==> src/rtl/pit_pkg.sv <==
// Package: shared types and field codes for the interval timer.
// Assumes: 8-bit bus, control byte layout {sel[1:0], acc[1:0], mode[2:0], fmt}.
package pit_pkg;

    localparam logic [1:0] ACC_SNAP = 2'b00;
    localparam logic [1:0] ACC_HI   = 2'b01;
    localparam logic [1:0] ACC_LO   = 2'b10;
    localparam logic [1:0] ACC_BOTH = 2'b11;

    localparam logic [1:0] CTRL_ADDR = 2'b11;

    typedef struct packed {
        logic [1:0] acc;    // byte access order
        logic [2:0] mode;   // mode code
        logic       bcd;    // 1 = four BCD decades
    } chan_cfg_t;

endpackage

==> src/rtl/pit_ctrl_decode.sv <==
// Module: pit_ctrl_decode
// Splits one bus access into per-channel events: a new setting, a
// snapshot command, a data write or a data read.
// Assumes: at most one strobe per cycle; channel select 11 is illegal.
module pit_ctrl_decode
    import pit_pkg::*;
#(
    parameter int NUM_CH = 3
) (
    input  logic [1:0]        addr,
    input  logic [7:0]        wdata,
    input  logic              wr_stb,
    input  logic              rd_stb,
    output chan_cfg_t         cfg,
    output logic [NUM_CH-1:0] cfg_load,
    output logic [NUM_CH-1:0] snap_cmd,
    output logic [NUM_CH-1:0] data_wr,
    output logic [NUM_CH-1:0] data_rd
);

    logic ctrl_wr;

    // Control-address write detection.
    assign ctrl_wr = wr_stb && (addr == CTRL_ADDR);

    // Setting fields taken straight from the control byte.
    assign cfg = '{acc: wdata[5:4], mode: wdata[3:1], bcd: wdata[0]};

    generate
        for (genvar g = 0; g < NUM_CH; g++) begin : g_dec
            localparam logic [1:0] SEL = 2'(g);
            // Per-channel event decode.
            assign cfg_load[g] = ctrl_wr && (wdata[7:6] == SEL) && (wdata[5:4] != ACC_SNAP);
            assign snap_cmd[g] = ctrl_wr && (wdata[7:6] == SEL) && (wdata[5:4] == ACC_SNAP);
            assign data_wr[g]  = wr_stb && (addr == SEL);
            assign data_rd[g]  = rd_stb && (addr == SEL);
        end
    endgenerate

    // Immediate checks on decode exclusivity and illegal select.
    always_comb begin
        if (wr_stb || rd_stb) begin
            a_r1_one_target: assert ($onehot0({cfg_load, snap_cmd, data_wr, data_rd}))
                else $error("decode hit more than one target");
        end
        if (ctrl_wr && (wdata[7:6] == 2'b11)) begin
            a_r2_illegal_select: assert (cfg_load == '0 && snap_cmd == '0)
                else $error("illegal select reached a channel");
        end
    end

endmodule

==> src/rtl/pit_count_dec.sv <==
// Module: pit_count_dec
// Combinational one-step decrement in binary or packed BCD.
// Assumes: CW is a multiple of 4; BCD input digits are 0..9.
module pit_count_dec #(
    parameter int CW = 16
) (
    input  logic [CW-1:0] val,
    input  logic          bcd,
    output logic [CW-1:0] nxt
);

    localparam int DIGITS = CW / 4;

    logic [DIGITS:0]  brw;
    logic [CW-1:0]    bcd_nxt;

    assign brw[0] = 1'b1;

    generate
        for (genvar g = 0; g < DIGITS; g++) begin : g_dig
            logic [3:0] nib;
            // Decade step with borrow from the next lower digit.
            assign nib = val[4*g +: 4];
            assign bcd_nxt[4*g +: 4] = !brw[g] ? nib : ((nib == 4'd0) ? 4'd9 : nib - 4'd1);
            assign brw[g+1] = brw[g] && (nib == 4'd0);
        end
    endgenerate

    // Format select.
    assign nxt = bcd ? bcd_nxt : (val - CW'(1));

endmodule

==> src/rtl/pit_channel.sv <==
// Module: pit_channel
// One counter channel: holding register, delayed load, decrement on count
// clock falls, snapshot latch, byte pointers and the mode 0 output.
// Assumes: cnt_clk is synchronous to clk and stays at each level for at
// least one clk cycle; CW is 16 (two bus bytes).
module pit_channel
    import pit_pkg::*;
#(
    parameter int CW = 16
) (
    input  logic       clk,
    input  logic       rst_n,
    input  logic       cnt_clk,
    input  chan_cfg_t  cfg_in,
    input  logic       cfg_load,
    input  logic       snap_cmd,
    input  logic       data_wr,
    input  logic       data_rd,
    input  logic [7:0] wdata,
    output logic [7:0] rdata,
    output logic       out
);

    localparam int HB = CW / 2;

    chan_cfg_t      cfg;
    logic           cc_q;
    logic           cc_rise;
    logic           cc_fall;
    logic [CW-1:0]  hold;
    logic [CW-1:0]  ce;
    logic [CW-1:0]  ce_nxt;
    logic [CW-1:0]  snap;
    logic           snapped;
    logic           pend;
    logic           armed;
    logic           running;
    logic           wr_hi;
    logic           rd_hi;
    logic           mode0;
    logic           do_load;
    logic [CW-1:0]  rd_src;

    // Count clock edge detection against the previous sample.
    assign cc_rise = cnt_clk && !cc_q;
    assign cc_fall = !cnt_clk && cc_q;
    assign mode0   = (cfg.mode == 3'b000);
    assign do_load = cc_fall && pend && armed;

    pit_count_dec #(.CW(CW)) i_dec (
        .val (ce),
        .bcd (cfg.bcd),
        .nxt (ce_nxt)
    );

    // Channel state update: setting, writes, reads, snapshot and counting.
    always_ff @(posedge clk) begin
        if (!rst_n) begin
            cfg     <= '{acc: ACC_BOTH, mode: 3'b000, bcd: 1'b0};
            cc_q    <= 1'b0;
            hold    <= '0;
            ce      <= '0;
            snap    <= '0;
            snapped <= 1'b0;
            pend    <= 1'b0;
            armed   <= 1'b0;
            running <= 1'b0;
            wr_hi   <= 1'b0;
            rd_hi   <= 1'b0;
            out     <= 1'b0;
        end else begin
            cc_q <= cnt_clk;
            if (cfg_load) begin
                cfg     <= cfg_in;
                wr_hi   <= 1'b0;
                rd_hi   <= 1'b0;
                snapped <= 1'b0;
                pend    <= 1'b0;
                armed   <= 1'b0;
                running <= 1'b0;
                out     <= (cfg_in.mode != 3'b000);
            end else begin
                // Count clock: arm after a rise, load or step on a fall.
                if (cc_rise && pend) begin
                    armed <= 1'b1;
                end
                if (do_load) begin
                    ce      <= hold;
                    running <= 1'b1;
                    pend    <= 1'b0;
                    armed   <= 1'b0;
                end else if (cc_fall && running) begin
                    ce <= ce_nxt;
                    if (mode0 && (ce_nxt == '0)) begin
                        out <= 1'b1;
                    end
                end
                // Snapshot command, ignored while one is pending read-out.
                if (snap_cmd && !snapped) begin
                    snap    <= ce;
                    snapped <= 1'b1;
                end
                // Read pointer advance and snapshot release.
                if (data_rd) begin
                    if ((cfg.acc == ACC_BOTH) && !rd_hi) begin
                        rd_hi <= 1'b1;
                    end else begin
                        rd_hi   <= 1'b0;
                        snapped <= 1'b0;
                    end
                end
                // Count byte writes; a write overrides the count clock arm.
                if (data_wr) begin
                    unique case (cfg.acc)
                        ACC_HI: begin
                            hold  <= {wdata, {HB{1'b0}}};
                            pend  <= 1'b1;
                            armed <= 1'b0;
                            if (mode0) out <= 1'b0;
                        end
                        ACC_LO: begin
                            hold  <= {{HB{1'b0}}, wdata};
                            pend  <= 1'b1;
                            armed <= 1'b0;
                            if (mode0) out <= 1'b0;
                        end
                        ACC_BOTH: begin
                            if (!wr_hi) begin
                                hold[HB-1:0] <= wdata;
                                wr_hi        <= 1'b1;
                                pend         <= 1'b0;
                                armed        <= 1'b0;
                                if (mode0) running <= 1'b0;
                            end else begin
                                hold[CW-1:HB] <= wdata;
                                wr_hi         <= 1'b0;
                                pend          <= 1'b1;
                                armed         <= 1'b0;
                                if (mode0) out <= 1'b0;
                            end
                        end
                        default: ;
                    endcase
                end
            end
        end
    end

    // Read byte selection from snapshot or live count.
    always_comb begin
        rd_src = snapped ? snap : ce;
        if ((cfg.acc == ACC_HI) || ((cfg.acc == ACC_BOTH) && rd_hi)) begin
            rdata = rd_src[CW-1:HB];
        end else begin
            rdata = rd_src[HB-1:0];
        end
    end

    // Output level right after a new setting.
    a_r4_mode0_low: assert property (@(posedge clk) disable iff (!rst_n)
        cfg_load && (cfg_in.mode == 3'b000) |=> !out);
    a_r4_other_high: assert property (@(posedge clk) disable iff (!rst_n)
        cfg_load && (cfg_in.mode != 3'b000) |=> out);

    // Count register moves only on a count clock fall.
    a_r6_step_on_fall: assert property (@(posedge clk) disable iff (!rst_n)
        !cc_fall |=> $stable(ce));

    // Step to zero in mode 0 raises the output.
    a_r7_tc_high: assert property (@(posedge clk) disable iff (!rst_n)
        cc_fall && running && !do_load && mode0 && (ce == CW'(1)) && !cfg_load && !data_wr
        |=> out);

    // Low byte of a two-byte write halts the count.
    a_r8_low_byte_halts: assert property (@(posedge clk) disable iff (!rst_n)
        data_wr && !cfg_load && (cfg.acc == ACC_BOTH) && !wr_hi && mode0 |=> !running);

    // Snapshot survives until read out or a new setting.
    a_r9_snap_held: assert property (@(posedge clk) disable iff (!rst_n)
        snapped && !data_rd && !cfg_load |=> snapped && $stable(snap));

endmodule

==> src/rtl/tri_interval_timer.sv <==
// Module: tri_interval_timer
// Top of the interval timer: one decode block feeding NUM_CH channels,
// plus the read data mux.
// Assumes: NUM_CH <= 3 so every channel has its own data address.
module tri_interval_timer
    import pit_pkg::*;
#(
    parameter int NUM_CH = 3,
    parameter int CW     = 16
) (
    input  logic              clk,
    input  logic              rst_n,
    input  logic [1:0]        addr,
    input  logic [7:0]        wdata,
    input  logic              wr_stb,
    input  logic              rd_stb,
    output logic [7:0]        rdata,
    input  logic [NUM_CH-1:0] cnt_clk,
    output logic [NUM_CH-1:0] tout
);

    chan_cfg_t         cfg;
    logic [NUM_CH-1:0] cfg_load;
    logic [NUM_CH-1:0] snap_cmd;
    logic [NUM_CH-1:0] data_wr;
    logic [NUM_CH-1:0] data_rd;
    logic [7:0]        ch_rdata [NUM_CH];

    pit_ctrl_decode #(.NUM_CH(NUM_CH)) i_dec (
        .addr     (addr),
        .wdata    (wdata),
        .wr_stb   (wr_stb),
        .rd_stb   (rd_stb),
        .cfg      (cfg),
        .cfg_load (cfg_load),
        .snap_cmd (snap_cmd),
        .data_wr  (data_wr),
        .data_rd  (data_rd)
    );

    generate
        for (genvar g = 0; g < NUM_CH; g++) begin : g_ch
            pit_channel #(.CW(CW)) i_ch (
                .clk      (clk),
                .rst_n    (rst_n),
                .cnt_clk  (cnt_clk[g]),
                .cfg_in   (cfg),
                .cfg_load (cfg_load[g]),
                .snap_cmd (snap_cmd[g]),
                .data_wr  (data_wr[g]),
                .data_rd  (data_rd[g]),
                .wdata    (wdata),
                .rdata    (ch_rdata[g]),
                .out      (tout[g])
            );
        end
    endgenerate

    // Read mux; the control address reads as zero.
    always_comb begin
        rdata = 8'h00;
        for (int i = 0; i < NUM_CH; i++) begin
            if (addr == 2'(i)) rdata = ch_rdata[i];
        end
    end

endmodule

==> config.mk <==
export PLATFORM = sky130hd
export DESIGN_NAME = tri_interval_timer
export DESIGN_NICKNAME = d
export VERILOG_FILES = /design/src/rtl/pit_pkg.sv /design/src/rtl/pit_ctrl_decode.sv /design/src/rtl/pit_count_dec.sv /design/src/rtl/pit_channel.sv /design/src/rtl/tri_interval_timer.sv
export SDC_FILE = /design/constraint.sdc
export NUM_CORES = 1
export LEC_CHECK = 0
export BUFFER_PORTS_ARGS = -buffer_cell sky130_fd_sc_hd__buf_2
export CORE_UTILIZATION = 55
export DETAILED_ROUTE_END_ITERATION = 7
export GPL_ROUTABILITY_DRIVEN = 0
export PLACE_DENSITY = 0.75
export SYNTH_ARGS = -nofsm -noshare
export SYNTH_HDL_FRONTEND = slang
export SYNTH_HIERARCHICAL = 1
export SYNTH_SLANG_ARGS = --single-unit
==> constraint.sdc <==
create_clock -name clk -period 3.8 [get_ports clk]
set_input_delay 1.14 -clock clk [delete_from_list [all_inputs] [get_ports clk]]
set_output_delay 1.14 -clock clk [all_outputs]
set_load 0.005 [all_outputs]
# After elaboration in Yosys (flattened, before gate mapping)
# Cells that the tools add are included.
# word_totals
regBits	186
input_bits	17
output_inout_bits	11
elab_cells	330
# classes
add_sub_neg	15
eq_ne	20
n_mux	126
bitwise	4
n_reduce_logical	120
# ops
op	n
2-to-1 mux 16 bit	12
one-hot mux 16 bit (3 select lines)	3
2-to-1 mux 8 bit	12
2-to-1 mux 4 bit	21
2-to-1 mux 1 bit	72
logical AND 1 bit	52
zero test 16 bit	3
zero test 4 bit	12
subtractor 16 x 1 -> 16 bit (second input constant)	3
subtractor 4 x 1 -> 4 bit (second input constant)	12
AND reduction 4 bit	6
equality test 2 bit (second input constant)	9
AND reduction 2 bit	9
zero test 1 bit	12
one-hot mux 1 bit (2 select lines)	6
nonzero test 3 bit	4
OR reduction 2 bit	6
equality test 2 x 1 -> 1 bit (second input constant)	5
zero test 3 bit	3
OR reduction 3 bit	3
nonzero test 2 bit	4
zero test 2 bit	3
!= test 2 x 1 -> 1 bit (second input constant)	3
!= test 2 bit (second input constant)	3
2 further kinds	7

# Logic depth before layout (Yosys ltp)
# logic_depth
ltp_word	15
ltp_mapped	12
mapped_depth_nobuf	11

# By module
# The synthesis kept the hierarchy.
# by_module_without_submodules
mod	instances	cells_each	area_per_inst_um2	seq_area_each_um2
pit_channel	3	302	2942.8	1241.2
pit_count_dec at g_ch[0].i_ch.i_dec ...	2	69	459.2	0.0
pit_count_dec at g_ch[2].i_ch.i_dec	1	66	440.4	0.0
tri_interval_timer	1	20	197.7	0.0
pit_ctrl_decode	1	23	162.7	0.0

# Worst setup path before layout
# Ideal clock, no wire load.
# synth_timing
path_type	reg2out
from	reg g_ch[1].i_ch/cfg[5] (netlist bit)
to	out rdata[0]
arrival_time_ns	1.705
t_required_ns	2.660
slack_ns	0.955
stages_incl_launch_ff	8
n_path_buf	1
path_cell_list	dfxtp_1 > clkbuf_1 > inv_1 > ha_1 > a21oi_2 > mux4_2 > mux2i_1 > o2bb2ai_1
# synth_lines
item	line	source
from (decl)	pit_channel.sv:26	chan_cfg_t cfg;
from (signal assigned)	pit_channel.sv:59	cfg <= '{acc: ACC_BOTH, mode: 3'b000, bcd: 1'b0};
from (signal assigned)	pit_channel.sv:74	cfg <= cfg_in;
to (decl)	tri_interval_timer.sv:17	output logic [7:0] rdata,

==> impl_metrics.toml <==
[cts]
cts_setup_buffers = 0
clk_pin_slew_ns = 0.06
cts_tree = "built"
clk_latency_ns = 0.43
clk_path_buf_depth = 2
htree_num_levels = 4
cts_root_buffer = "clkbuf_16"
cts_inserted_buffers = 17
clkSinkCount = 186

[detailed_routing]
drt_pass1_iterations = 6
postRouteAntennaNets = 0
viasPerCell = 6.10
drc = 0
avgRoutedWirePerCell_um = 18.5
num_vias = 8513
drt_iter0_markers = 722
totalWireLength_um = 25800

[critical_path]
slowest_delay_ns = 0.56
worstSetupPathType = "reg -> out"
path_buf_inv = 2
critPathCaptureType = "output port"
cp_slowest_cell = "dfxtp_1"
critPathTopFamily = "compound AO/OA/AOI/OAI gates"
crit_path_cell_trace = "inv_1 -> ha_1 -> a21oi_2 -> mux4_2 -> o2bb2ai_1 -> buf_2"
crit_path_start_kind = "register"
ff2ff_setup_slack_ns = 0.57
cp_data_required_time_ns = 2.66
crit_fanout = 11
crit_arrival_ns = 2.48

[logic_synthesis]
synth_top_area_share_pct = 35.3
syn_area_um2 = 10500
synth_adder_area_share_pct = 2.14
synth_area_leaders = "dfxtp_1 (35%), mux2i_1 (9.0%), nand2_1 (7.7%)"
synth_xor_area_share_pct = 1.74
ys_seq_elements = 186
ys_seq_area_share_pct = 35.3
synthArstFlopShare_pct = 0
ys_warn_count = 6
synth_top_family_by_area = "simple AND/OR/NAND/NOR gates"
synth-compound-area-share_pct = 18.1
synth.distinct_cells = 61
yosys-mux-area-fraction_pct = 14.7
syn_inst = 1153
synth.largest_area_cell = "dfxtp_1"
synth-simple-area-share_pct = 23.3
synth-edff-count = 0
synth_flop_cell = "dfxtp_1"
mappedNetlistNets = 1188
avgSynthCellArea_um2 = 9.15

[timing]
hold_ws_ns = 0.451
maxSlewViolCount = 0
finClkSkew_ns = 0.0105
worst_slew_margin_rel_pct = 53.8
hold_violations = 0
setup_viol = 0
fin_crit_sh_pct = 95.3
rsz0062_at_grt = "no"
worst_pin_slew_ns = 0.693
min_period_ns = 3.62
fmax_mhz = 276
tns_ns = 0

[cells_and_area]
seq_area_um2 = 3720
final_common_cell = "nand2_1"
antenna_cells = 0
fill_cells = 1613
areaGrowthSynthToFinish_pct = 7.45
multi_input_area_um2 = 6340
most-common-layout-cells = "nand2_1 (217), dfxtp_1 (186), mux2i_1 (95), a21boi_0 (71), o211a_1 (51)"
fin_util_pct = 60.4
layout-drive-gt1-share_pct = 12.1
layout.nets = 1185

[global_routing]
grt_pass1_wl_um = 42500
gr-total-overflow = 0
antenna_found_initial = 0
grt_max_degree = 76
first_global_vias = 7941
grtUsageTotal_pct = 27.4

[floorplan]
start_util_pct = 56.2
dieWidth_um = 140
rows = 50
dieArea_um2 = 19700
dieHeight_um = 140
pin_count = 28
core_um2 = 18800

[job]
maxCapViolCount = 0

[power_and_ir_drop]
power_leakage_nw = 5.22
ir_drop_v = 0.000354
p_per_area_nw_per_um2 = 360
p_total_mw = 4.08

[placed_design]
hpwl_um = 18200
io_buffers = 27

[min_path]
hold_class = "reg -> reg"

[status]
status = "completed"
-- metal layers --
metal	share of wire [%]	global-route usage, %	routed length (um)	up-vias
met5	0	0	0	-
met4	1.5	6.18	380	0
met3	6.4	5.16	1660	31
met2	43	41.8	11200	286
met1	49	40.1	12600	4092
li1	-	-	-	4104
-- report_power, final --
part / total (mW) / switching [mW] / internal [mW]
clock network: 1.85 / 0.754 / 1.10
registers: 2.00 / 0.0241 / 1.97
logic: 0.230 / 0.137 / 0.0934
-- stage by stage --
step	std cells	worst slack, ns	instance area (um2)
floorplan	1153	0.955	10500
global placement	1365	0.645	10700
detailed placement	1365	0.561	10700
CTS	1396	0.0963	11300
global route	1396	0.0839	11300
finish	1396	0.178	11300
-- sequential cells by signal (all words and copies together), names as in the netlist, 18 cells and up --
signal          flops
g_ch.i_ch/ce       48
g_ch.i_ch/hold     48
g_ch.i_ch/cfg      18
g_ch.i_ch/snap     48
-- cells by family (layout without fill, tap and decap cells) --
group	Yosys count	count (layout)
buffers and inverters	88	97
flip-flops	186	186
adder cells (fa/ha/maj)	18	18
multiplexers	124	124
AO/OA/AOI/OAI	236	236
AND/OR/NAND/NOR	480	480
XOR/XNOR	21	21
-- worst min-delay path, cell delays in order (launching register included) --
cell and delay, ns:
dfxtp_1 0.31, nand2_1 0.05, a21boi_1 0.05
-- worst paths after layout --
check,end,depth (start not counted),startpoint
worst max-delay path,rdata[7],6,g_ch[2].i_ch/cfg[5]
worst min-delay path,g_ch[2].i_ch/hold[6],2,g_ch[2].i_ch/hold[6]
worst max register to register,g_ch[1].i_ch/out,10,g_ch[1].i_ch/ce[0]
worst min register to register,g_ch[2].i_ch/hold[6],2,g_ch[2].i_ch/hold[6]
-- synthesized netlist by cell type (19+ instances only) --
| library cell | count |
|---|---|
| o211a_1 | 51 |
| nand3_1 | 27 |
| and2_1 | 34 |
| nor2b_1 | 50 |
| dfxtp_1 | 186 |
| nand2_1 | 217 |
| a21boi_0 | 71 |
| buf_4 | 24 |
| mux4_2 | 24 |
| nor3_1 | 22 |
| mux2i_1 | 95 |
| a21oi_1 | 19 |
| clkbuf_1 | 25 |
| o21ai_0 | 21 |
| nor2_1 | 39 |
-- layout make-up --
type                       count  area share, %
multi-input combinational    879           55.9
sequential                   186           32.9
clock buffer                  19           3.82
timing repair buffer          48           2.72
tap                          234           2.58
clock inverter                12           1.52
inverter                      18          0.596
-- what timing repair did --
| item | in CTS | in global routing |
|---|---|---|
| endpoints found under the hold margin | 0 | 0 |
| resized for setup | 0 | 2 |
| hold buffers | 0 | 0 |
| endpoints found under the setup margin | 0 | 6 |
(Power assumes the default switching activity.)
